`src/rtl/fecPkg.sv`:
```
package fecPkg;

  parameter int INFO_BITS = 10;
  parameter int PAR_BITS  = 5;
  parameter int REP_COUNT = 3;
  // lower coefficients of the generator (D^5 term implied): D^4 + D^2 + 1
  parameter logic [PAR_BITS-1:0] GEN_TAPS = 5'b10101;

  localparam int CW_BITS = INFO_BITS + PAR_BITS;
  localparam int CNT_W   = $clog2(CW_BITS + 1);

  typedef enum logic [1:0] {
    ST_FILL  = 2'd0,
    ST_CALC  = 2'd1,
    ST_DRAIN = 2'd2
  } fecState_t;

  typedef struct packed {
    logic capture;   // store inBit at capIdx
    logic cfgLoad;   // first bit of a block: latch mode and direction
    logic compute;   // one-cycle arithmetic step
    logic shiftOut;  // consumer took outBit
  } fecStrobe_t;

  // Remainder of word(D) divided by the generator, processed MSB first
  function automatic logic [PAR_BITS-1:0] polyRem(input logic [CW_BITS-1:0] word);
    logic [PAR_BITS-1:0] rem;
    logic top;
    rem = '0;
    for (int i = CW_BITS - 1; i >= 0; i--) begin
      top = rem[PAR_BITS-1];
      rem = {rem[PAR_BITS-2:0], word[i]};
      if (top) rem = rem ^ GEN_TAPS;
    end
    return rem;
  endfunction

endpackage

```
`src/rtl/fecHamming.sv`:
```
module fecHamming
  import fecPkg::*;
(
  input  logic [INFO_BITS-1:0] infoIn,
  input  logic [CW_BITS-1:0]   rxWord,
  output logic [CW_BITS-1:0]   encWord,
  output logic [INFO_BITS-1:0] decInfo,
  output logic                 fixedOne,
  output logic                 badWord
);

  logic [PAR_BITS-1:0] parity;
  logic [PAR_BITS-1:0] syndrome;
  logic [CW_BITS-1:0]  flipMask;
  logic [CW_BITS-1:0]  repaired;

  assign parity   = polyRem({infoIn, {PAR_BITS{1'b0}}});
  assign encWord  = {infoIn, parity};
  assign syndrome = polyRem(rxWord);

  // one comparator per bit position against that position's fixed syndrome
  for (genvar j = 0; j < CW_BITS; j++) begin : g_pos
    localparam logic [PAR_BITS-1:0] POS_SYN = polyRem(CW_BITS'(1) << j);
    assign flipMask[j] = (syndrome == POS_SYN);
  end

  assign fixedOne = |flipMask;
  assign badWord  = (syndrome != '0) && !fixedOne;
  assign repaired = rxWord ^ flipMask;
  assign decInfo  = repaired[CW_BITS-1:PAR_BITS];

endmodule

```
`src/rtl/fecCtrl.sv`:
```
module fecCtrl
  import fecPkg::*;
(
  input  logic             clk,
  input  logic             rstN,
  input  logic             inValid,
  input  logic             outReady,
  input  logic             hamSel,
  input  logic             decSel,
  output logic             inReady,
  output logic             outValid,
  output logic             cfgHam,
  output logic             cfgDec,
  output logic [CNT_W-1:0] capIdx,
  output fecStrobe_t       strb
);

  localparam logic [CNT_W-1:0] LEN_ONE  = CNT_W'(1);
  localparam logic [CNT_W-1:0] LEN_REP  = CNT_W'(REP_COUNT);
  localparam logic [CNT_W-1:0] LEN_INFO = CNT_W'(INFO_BITS);
  localparam logic [CNT_W-1:0] LEN_CW   = CNT_W'(CW_BITS);

  fecState_t        state;
  logic [CNT_W-1:0] inCnt;
  logic [CNT_W-1:0] outCnt;
  logic             useHam;
  logic             useDec;
  logic [CNT_W-1:0] inLen;
  logic [CNT_W-1:0] outLen;
  logic             lastIn;
  logic             lastOut;

  always_comb begin
    useHam = (inCnt == '0) ? hamSel : cfgHam;
    useDec = (inCnt == '0) ? decSel : cfgDec;
    if (useHam) inLen = useDec ? LEN_CW : LEN_INFO;
    else        inLen = useDec ? LEN_REP : LEN_ONE;
    if (cfgHam) outLen = cfgDec ? LEN_INFO : LEN_CW;
    else        outLen = cfgDec ? LEN_ONE : LEN_REP;
  end

  assign inReady       = (state == ST_FILL);
  assign outValid      = (state == ST_DRAIN);
  assign strb.capture  = inReady && inValid;
  assign strb.cfgLoad  = strb.capture && (inCnt == '0);
  assign strb.compute  = (state == ST_CALC);
  assign strb.shiftOut = outValid && outReady;
  assign capIdx        = inCnt;
  assign lastIn        = (inCnt == inLen - LEN_ONE);
  assign lastOut       = (outCnt == outLen - LEN_ONE);

  always_ff @(posedge clk or negedge rstN) begin
    if (!rstN) begin
      state  <= ST_FILL;
      inCnt  <= '0;
      outCnt <= '0;
      cfgHam <= 1'b0;
      cfgDec <= 1'b0;
    end else begin
      case (state)
        ST_FILL: begin
          if (strb.capture) begin
            if (strb.cfgLoad) begin
              cfgHam <= hamSel;
              cfgDec <= decSel;
            end
            if (lastIn) begin
              inCnt <= '0;
              state <= ST_CALC;
            end else begin
              inCnt <= inCnt + LEN_ONE;
            end
          end
        end
        ST_CALC: begin
          outCnt <= '0;
          state  <= ST_DRAIN;
        end
        ST_DRAIN: begin
          if (strb.shiftOut) begin
            if (lastOut) begin
              outCnt <= '0;
              state  <= ST_FILL;
            end else begin
              outCnt <= outCnt + LEN_ONE;
            end
          end
        end
        default: state <= ST_FILL;
      endcase
    end
  end

  AST_RESULT_LATENCY: assert property (@(posedge clk) disable iff (!rstN)
    strb.capture && lastIn |=> !outValid && !inReady ##1 outValid);

  AST_NO_INPUT_WHILE_BUSY: assert property (@(posedge clk) disable iff (!rstN)
    strb.capture && lastIn |=> !inReady);

endmodule

```
`src/rtl/fecPath.sv`:
```
module fecPath
  import fecPkg::*;
(
  input  logic             clk,
  input  logic             rstN,
  input  fecStrobe_t       strb,
  input  logic [CNT_W-1:0] capIdx,
  input  logic             inBit,
  input  logic             cfgHam,
  input  logic             cfgDec,
  output logic             outBit,
  output logic             corrFlag,
  output logic             uncFlag
);

  localparam int HALF_REP = REP_COUNT / 2;

  logic [CW_BITS-1:0]   inSr;
  logic [CW_BITS-1:0]   outSr;
  logic [CW_BITS-1:0]   nextOut;
  logic                 nextCorr;
  logic                 nextUnc;
  logic [CW_BITS-1:0]   encWord;
  logic [INFO_BITS-1:0] decInfo;
  logic                 fixedOne;
  logic                 badWord;
  logic                 repVote;
  logic                 repSplit;
  logic [REP_COUNT-1:0] repBits;

  fecHamming u_ham (
    .infoIn   (inSr[INFO_BITS-1:0]),
    .rxWord   (inSr),
    .encWord  (encWord),
    .decInfo  (decInfo),
    .fixedOne (fixedOne),
    .badWord  (badWord)
  );

  assign repBits  = inSr[REP_COUNT-1:0];
  assign repVote  = ($countones(repBits) > HALF_REP);
  assign repSplit = (repBits != '0) && (repBits != '1);

  always_comb begin
    nextOut  = '0;
    nextCorr = 1'b0;
    nextUnc  = 1'b0;
    case ({cfgHam, cfgDec})
      2'b00: nextOut = {{(CW_BITS-REP_COUNT){1'b0}}, {REP_COUNT{inSr[0]}}};
      2'b01: begin
        nextOut  = {{(CW_BITS-1){1'b0}}, repVote};
        nextCorr = repSplit;
      end
      2'b10: nextOut = encWord;
      default: begin
        nextOut  = {{PAR_BITS{1'b0}}, decInfo};
        nextCorr = fixedOne;
        nextUnc  = badWord;
      end
    endcase
  end

  always_ff @(posedge clk or negedge rstN) begin
    if (!rstN) begin
      inSr     <= '0;
      outSr    <= '0;
      corrFlag <= 1'b0;
      uncFlag  <= 1'b0;
    end else begin
      if (strb.capture) inSr[capIdx] <= inBit;
      if (strb.compute) begin
        outSr    <= nextOut;
        corrFlag <= nextCorr;
        uncFlag  <= nextUnc;
      end else if (strb.shiftOut) begin
        outSr <= outSr >> 1;
      end
    end
  end

  assign outBit = outSr[0];

  AST_FLAGS_EXCLUSIVE: assert property (@(posedge clk) disable iff (!rstN)
    !(corrFlag && uncFlag));

  AST_ENCODE_NO_FLAGS: assert property (@(posedge clk) disable iff (!rstN)
    strb.compute && !cfgDec |=> !corrFlag && !uncFlag);

  AST_REP_NEVER_UNCORR: assert property (@(posedge clk) disable iff (!rstN)
    strb.compute && !cfgHam |=> !uncFlag);

  AST_ENC_IS_CODEWORD: assert property (@(posedge clk) disable iff (!rstN)
    strb.compute && cfgHam && !cfgDec |=> polyRem(outSr) == '0);

endmodule

```
`src/rtl/fecCodec.sv`:
```
module fecCodec
  import fecPkg::*;
(
  input  logic clk,
  input  logic rstN,
  input  logic hamSel,
  input  logic decSel,
  input  logic inValid,
  output logic inReady,
  input  logic inBit,
  output logic outValid,
  input  logic outReady,
  output logic outBit,
  output logic corrected,
  output logic uncorrectable
);

  fecStrobe_t       strb;
  logic [CNT_W-1:0] capIdx;
  logic             cfgHam;
  logic             cfgDec;
  logic             corrFlag;
  logic             uncFlag;

  fecCtrl u_ctrl (
    .clk      (clk),
    .rstN     (rstN),
    .inValid  (inValid),
    .outReady (outReady),
    .hamSel   (hamSel),
    .decSel   (decSel),
    .inReady  (inReady),
    .outValid (outValid),
    .cfgHam   (cfgHam),
    .cfgDec   (cfgDec),
    .capIdx   (capIdx),
    .strb     (strb)
  );

  fecPath u_path (
    .clk      (clk),
    .rstN     (rstN),
    .strb     (strb),
    .capIdx   (capIdx),
    .inBit    (inBit),
    .cfgHam   (cfgHam),
    .cfgDec   (cfgDec),
    .outBit   (outBit),
    .corrFlag (corrFlag),
    .uncFlag  (uncFlag)
  );

  assign corrected     = corrFlag && outValid;
  assign uncorrectable = uncFlag && outValid;

  AST_OUTPUT_HOLD: assert property (@(posedge clk) disable iff (!rstN)
    outValid && !outReady |=> outValid && $stable(outBit) && $stable(corrected)
                              && $stable(uncorrectable));

endmodule

```
`config.mk`:
```
export PLATFORM = sky130hd
export DESIGN_NAME = fecCodec
export DESIGN_NICKNAME = d
export VERILOG_FILES = /design/src/rtl/fecPkg.sv /design/src/rtl/fecHamming.sv /design/src/rtl/fecCtrl.sv /design/src/rtl/fecPath.sv /design/src/rtl/fecCodec.sv
export SDC_FILE = /design/constraint.sdc
export NUM_CORES = 1
export LEC_CHECK = 0
export ABC_AREA = 1
export BUFFER_PORTS_ARGS = -buffer_cell sky130_fd_sc_hd__buf_2
export CORE_MARGIN = 2
export CORE_UTILIZATION = 49
export DETAILED_ROUTE_END_ITERATION = 10
export PLACE_DENSITY_LB_ADDON = 0.1
export SETUP_SLACK_MARGIN = 0.4
export SYNTH_ARGS = -nofsm -noshare
export SYNTH_HDL_FRONTEND = slang
export SYNTH_SLANG_ARGS = --single-unit
export TNS_END_PERCENT = 20
```
`constraint.sdc`:
```
create_clock -name clk -period 3.89 [get_ports clk]
set_input_delay 0.1945 -clock clk [delete_from_list [all_inputs] [get_ports clk]]
set_output_delay 0.1945 -clock clk [all_outputs]
set_load 0.02 [all_outputs]
```
==> impl_summary.txt <==
----------------------------------------------------
[Critical path]
  Sum of buffers and inverters on the critical path ... 2
  Critical path startpoint category ... flip-flop
  Data required time at the worst endpoint ... 4070 ps
  Largest driver fanout on the critical path ... 11
  Worst-path cell chain ... inv_2 > nand2_2 > nand2_1 > nand2_1 > nand2_2 > inv_2 > nand2_1 > nand2_2 > nand3_1 > nand3_1 > nand3_1 > nand3_1 > nand2_1 > nor2_2 > nand2_2 > nand3_1 > nor2_1 > nand3_1 > nand2_1 > nand2_1
  Peak per-stage delay on the critical path ... 440 ps
  Category of cells accounting for the largest share of critical-path delay ... simple AND/OR/NAND/NOR gates
  Type of destination of the critical path ... flip-flop
  Slowest stage cell, crit path ... dfrtp_1
  Critical path arrival ... 3090 ps
  Startpoint-to-endpoint class of the critical path ... reg2reg

[Timing]
  Slew margin rel. ... 0.328
  Hold Slack ... 61.5 ps
  Final worst path period share ... 0.748
  Number of hold-slack violations in the final timing report ... 0
  Final critical path time including I/O delays and setup ... 2910 ps
  Final setup skew ... 3.30 ps
  Final max-slew violation count ... 0
  Slew at the pin with the worst max-slew slack ... 1010 ps
  Final setup violating endpoints ... 0
  Setup TNS ... 0 ps
  RSZ-0062 raised after global routing ... false
  Maximum frequency from static timing analysis ... 344 MHz

[Detailed routing]
  Routed wire length per instance ... 14.7 um
  Sum of routed wire length over all layers ... 9270 um
  Via count ... 3447
  First-pass detailed-route iteration total ... 5
  Post-route ant nets ... 0
  Count of unresolved DRC violations after routing ... 0
  Vias per inst ... 5.47
  Initial detailed-routing violation count ... 284

[CTS]
  Post-CTS sizing ... 0
  Worst-skew pair later-pin latency ... 290 ps
  Number of buffers created by CTS ... 5
  Number of buffers inserted by hold repair at cts ... 0
  Deepest clock path buffer count ... 2
  Post-CTS clock slew at the launch and capture registers of the worst setup and hold paths ... 80 ps
  Post-CTS Setup Bufs ... 0
  Clock root buffer ... clkbuf_8
  Total clock sinks ... 44
  TritonCTS clock tree ... done
  H-Tree Depth ... 2

[Die]
  Die Y-Extent ... 88.5 um
  Area of the core region ... 6870 um^2
  Die outline area ... 7840 um^2
  I/O pins ... 12
  Horizontal die dimension ... 88.5 um
  Starting Density ... 0.510
  # rows ... 30

[Yosys]
  Cell type with the largest total area after synthesis ... dfrtp_1
  Most frequent cells after synthesis ... nand2_1, inv_1, nand3_1
  Fraction of registers with async set or reset after synthesis ... 1.00
  Number of synthesized flops with an enable pin ... 0
  Post-synthesis instance total ... 521
  Total standard cell area after synthesis ... 3500 um^2
  Net Count, Synth ... 535
  Flops & latches, synth ... 44
  Dominant synthesized flop cell ... dfrtp_1
  Leading cell type by number of instances after synthesis ... nand2_1
  Top area cells in the synthesized netlist ... dfrtp_1, nand2_1, nand3_1
  Syn avg cell area ... 6.72 um^2
  Number of distinct standard cells referenced by the synthesized netlist ... 34
  Number of warnings reported in the yosys synthesis log ... 0
  Share of the yosys chip area belonging to registers ... 0.315
  Top-area cell type share of the netlist area ... 0.315

[Global route]
  First-pass GRT wire length ... 15500 um
  Initial antenna violation count ... 0
  Global route overflow ... 0
  Total global-route track usage ... 0.255
  Number of global-route vias before repair ... 3191
  Largest net degree at the start of global routing ... 45

[Placed design]
  Global placer's final weighted congestion ... 0.946
  Half-perimeter wire length of the detailed placement result ... 7150 um
  Count of buffers inserted at the top-level ports ... 11

[Layout]
  Antenna cells ... 0
  Synthesis-to-finish area growth ... 6.65%
  Number of nets in the layout ... 548
  Fraction of final layout cells sized beyond drive strength 1 ... 0.116

[Outcome]
  Outcome ... complete, no violations

[Worst hold path]
  HP Class ... in2async

[Run]
  # Max-Cap Violations ... 0

----------------------------------------------------
## flip-flops by register name, indices dropped and copies added, names as in the netlist
signal	flops
u_path.inSr	15
u_ctrl.cfgHam	1
u_ctrl.capIdx	4
u_path.uncFlag	1
u_path.corrFlag	1
u_ctrl.cfgDec	1
u_path.outSr	15
u_ctrl.outCnt	4
u_ctrl.state	2
## metrics by stage
step | worst slack, ps | instance area (um^2) | utilization | std cells
global route | 634 | 3730 | 0.544 | 630
detailed placement | 1040 | 3650 | 0.532 | 623
finish | 980 | 3730 | 0.544 | 630
global placement | 1060 | 3650 | 0.532 | 623
CTS | 1020 | 3730 | 0.544 | 630
floorplan | 1700 | 3500 | - | 521
## per-layer routing
metal,track usage,wire (um),up-vias
met5,0,0,-
met1,0.371,4430,1610
met3,0.0522,490,15
li1,-,-,1728
met2,0.397,4190,94
met4,0.0496,159,0
## placed cells by master, fill, tap and decap left out
cell,count
nand2_1,140
nand3b_1,3
or2_1,1
nor2_4,3
a31oi_1,9
o22ai_1,5
clkinv_1,2
xor2_1,18
xor2_2,1
dfrtp_1,44
a211oi_1,1
o32ai_1,1
buf_4,1
nand2_4,4
a21oi_1,21
o21ai_0,40
clkinv_2,1
nand2_2,20
clkinvlp_4,1
xnor2_2,1
a22oi_1,4
o2111ai_1,1
buf_2,11
xnor2_1,4
nand3_2,4
nand4_1,7
inv_2,6
nand3_1,54
clkbuf_8,5
nor2_1,40
nor2_2,4
o211ai_1,3
ha_1,7
o21ai_1,8
mux2i_1,1
inv_1,58
## layout make-up
class                   instances  area, um^2
fillers                       699        3140
well taps                      96         120
clock buffers                   5        68.8
repair buffers                 12        62.6
clock inverters                 2        12.5
multi-input cells             405        2120
flip-flops and latches         44        1100
inverters                      66         248
## logic make-up after synthesis
| kind of cell | Yosys count | share of synthesized area |
|---|---|---|
| and+or+nand+nor | 280 | 0.368 |
| buffers and inverters | 72 | 0.0797 |
| AOI/OAI and AO/OA | 93 | 0.146 |
| adders and majority gates | 7 | 0.0250 |
| muxes | 1 | 0.00286 |
| xor gates and xnor gates | 24 | 0.0643 |
| DFF | 44 | 0.315 |
## worst register-to-register path: stages (launching register included)
cell and delay (ps):
dfrtp_1 440, inv_2 150, nand2_2 100, nand2_1 120, nand2_1 80, nand2_2 100
inv_2 40, nand2_1 60, nand2_2 90, nand3_1 140, nand3_1 110, nand3_1 170
nand3_1 90, nand2_1 380, nor2_2 100, nand2_2 110, nand3_1 100, nor2_1 140
nand3_1 90, nand2_1 100, nand2_1 80
## final timing paths
check,slack (ps),endpoint,from,cells after the start
max in group asynchronous,3200,u_path.outSr[1],rstN,1
min in group clk,150,u_ctrl.state[1],outReady,2
min reg2reg,490,u_path.outSr[1],u_path.outSr[1],2
min,60,u_path.outSr[5],rstN,1
max,980,u_path.corrFlag,u_path.inSr[13],20
max reg2reg,980,u_path.corrFlag,u_path.inSr[13],20
Power is left out: the tool's default activity adds up to more than one toggle a clock period on the data nets, which glitch-free logic cannot reach.
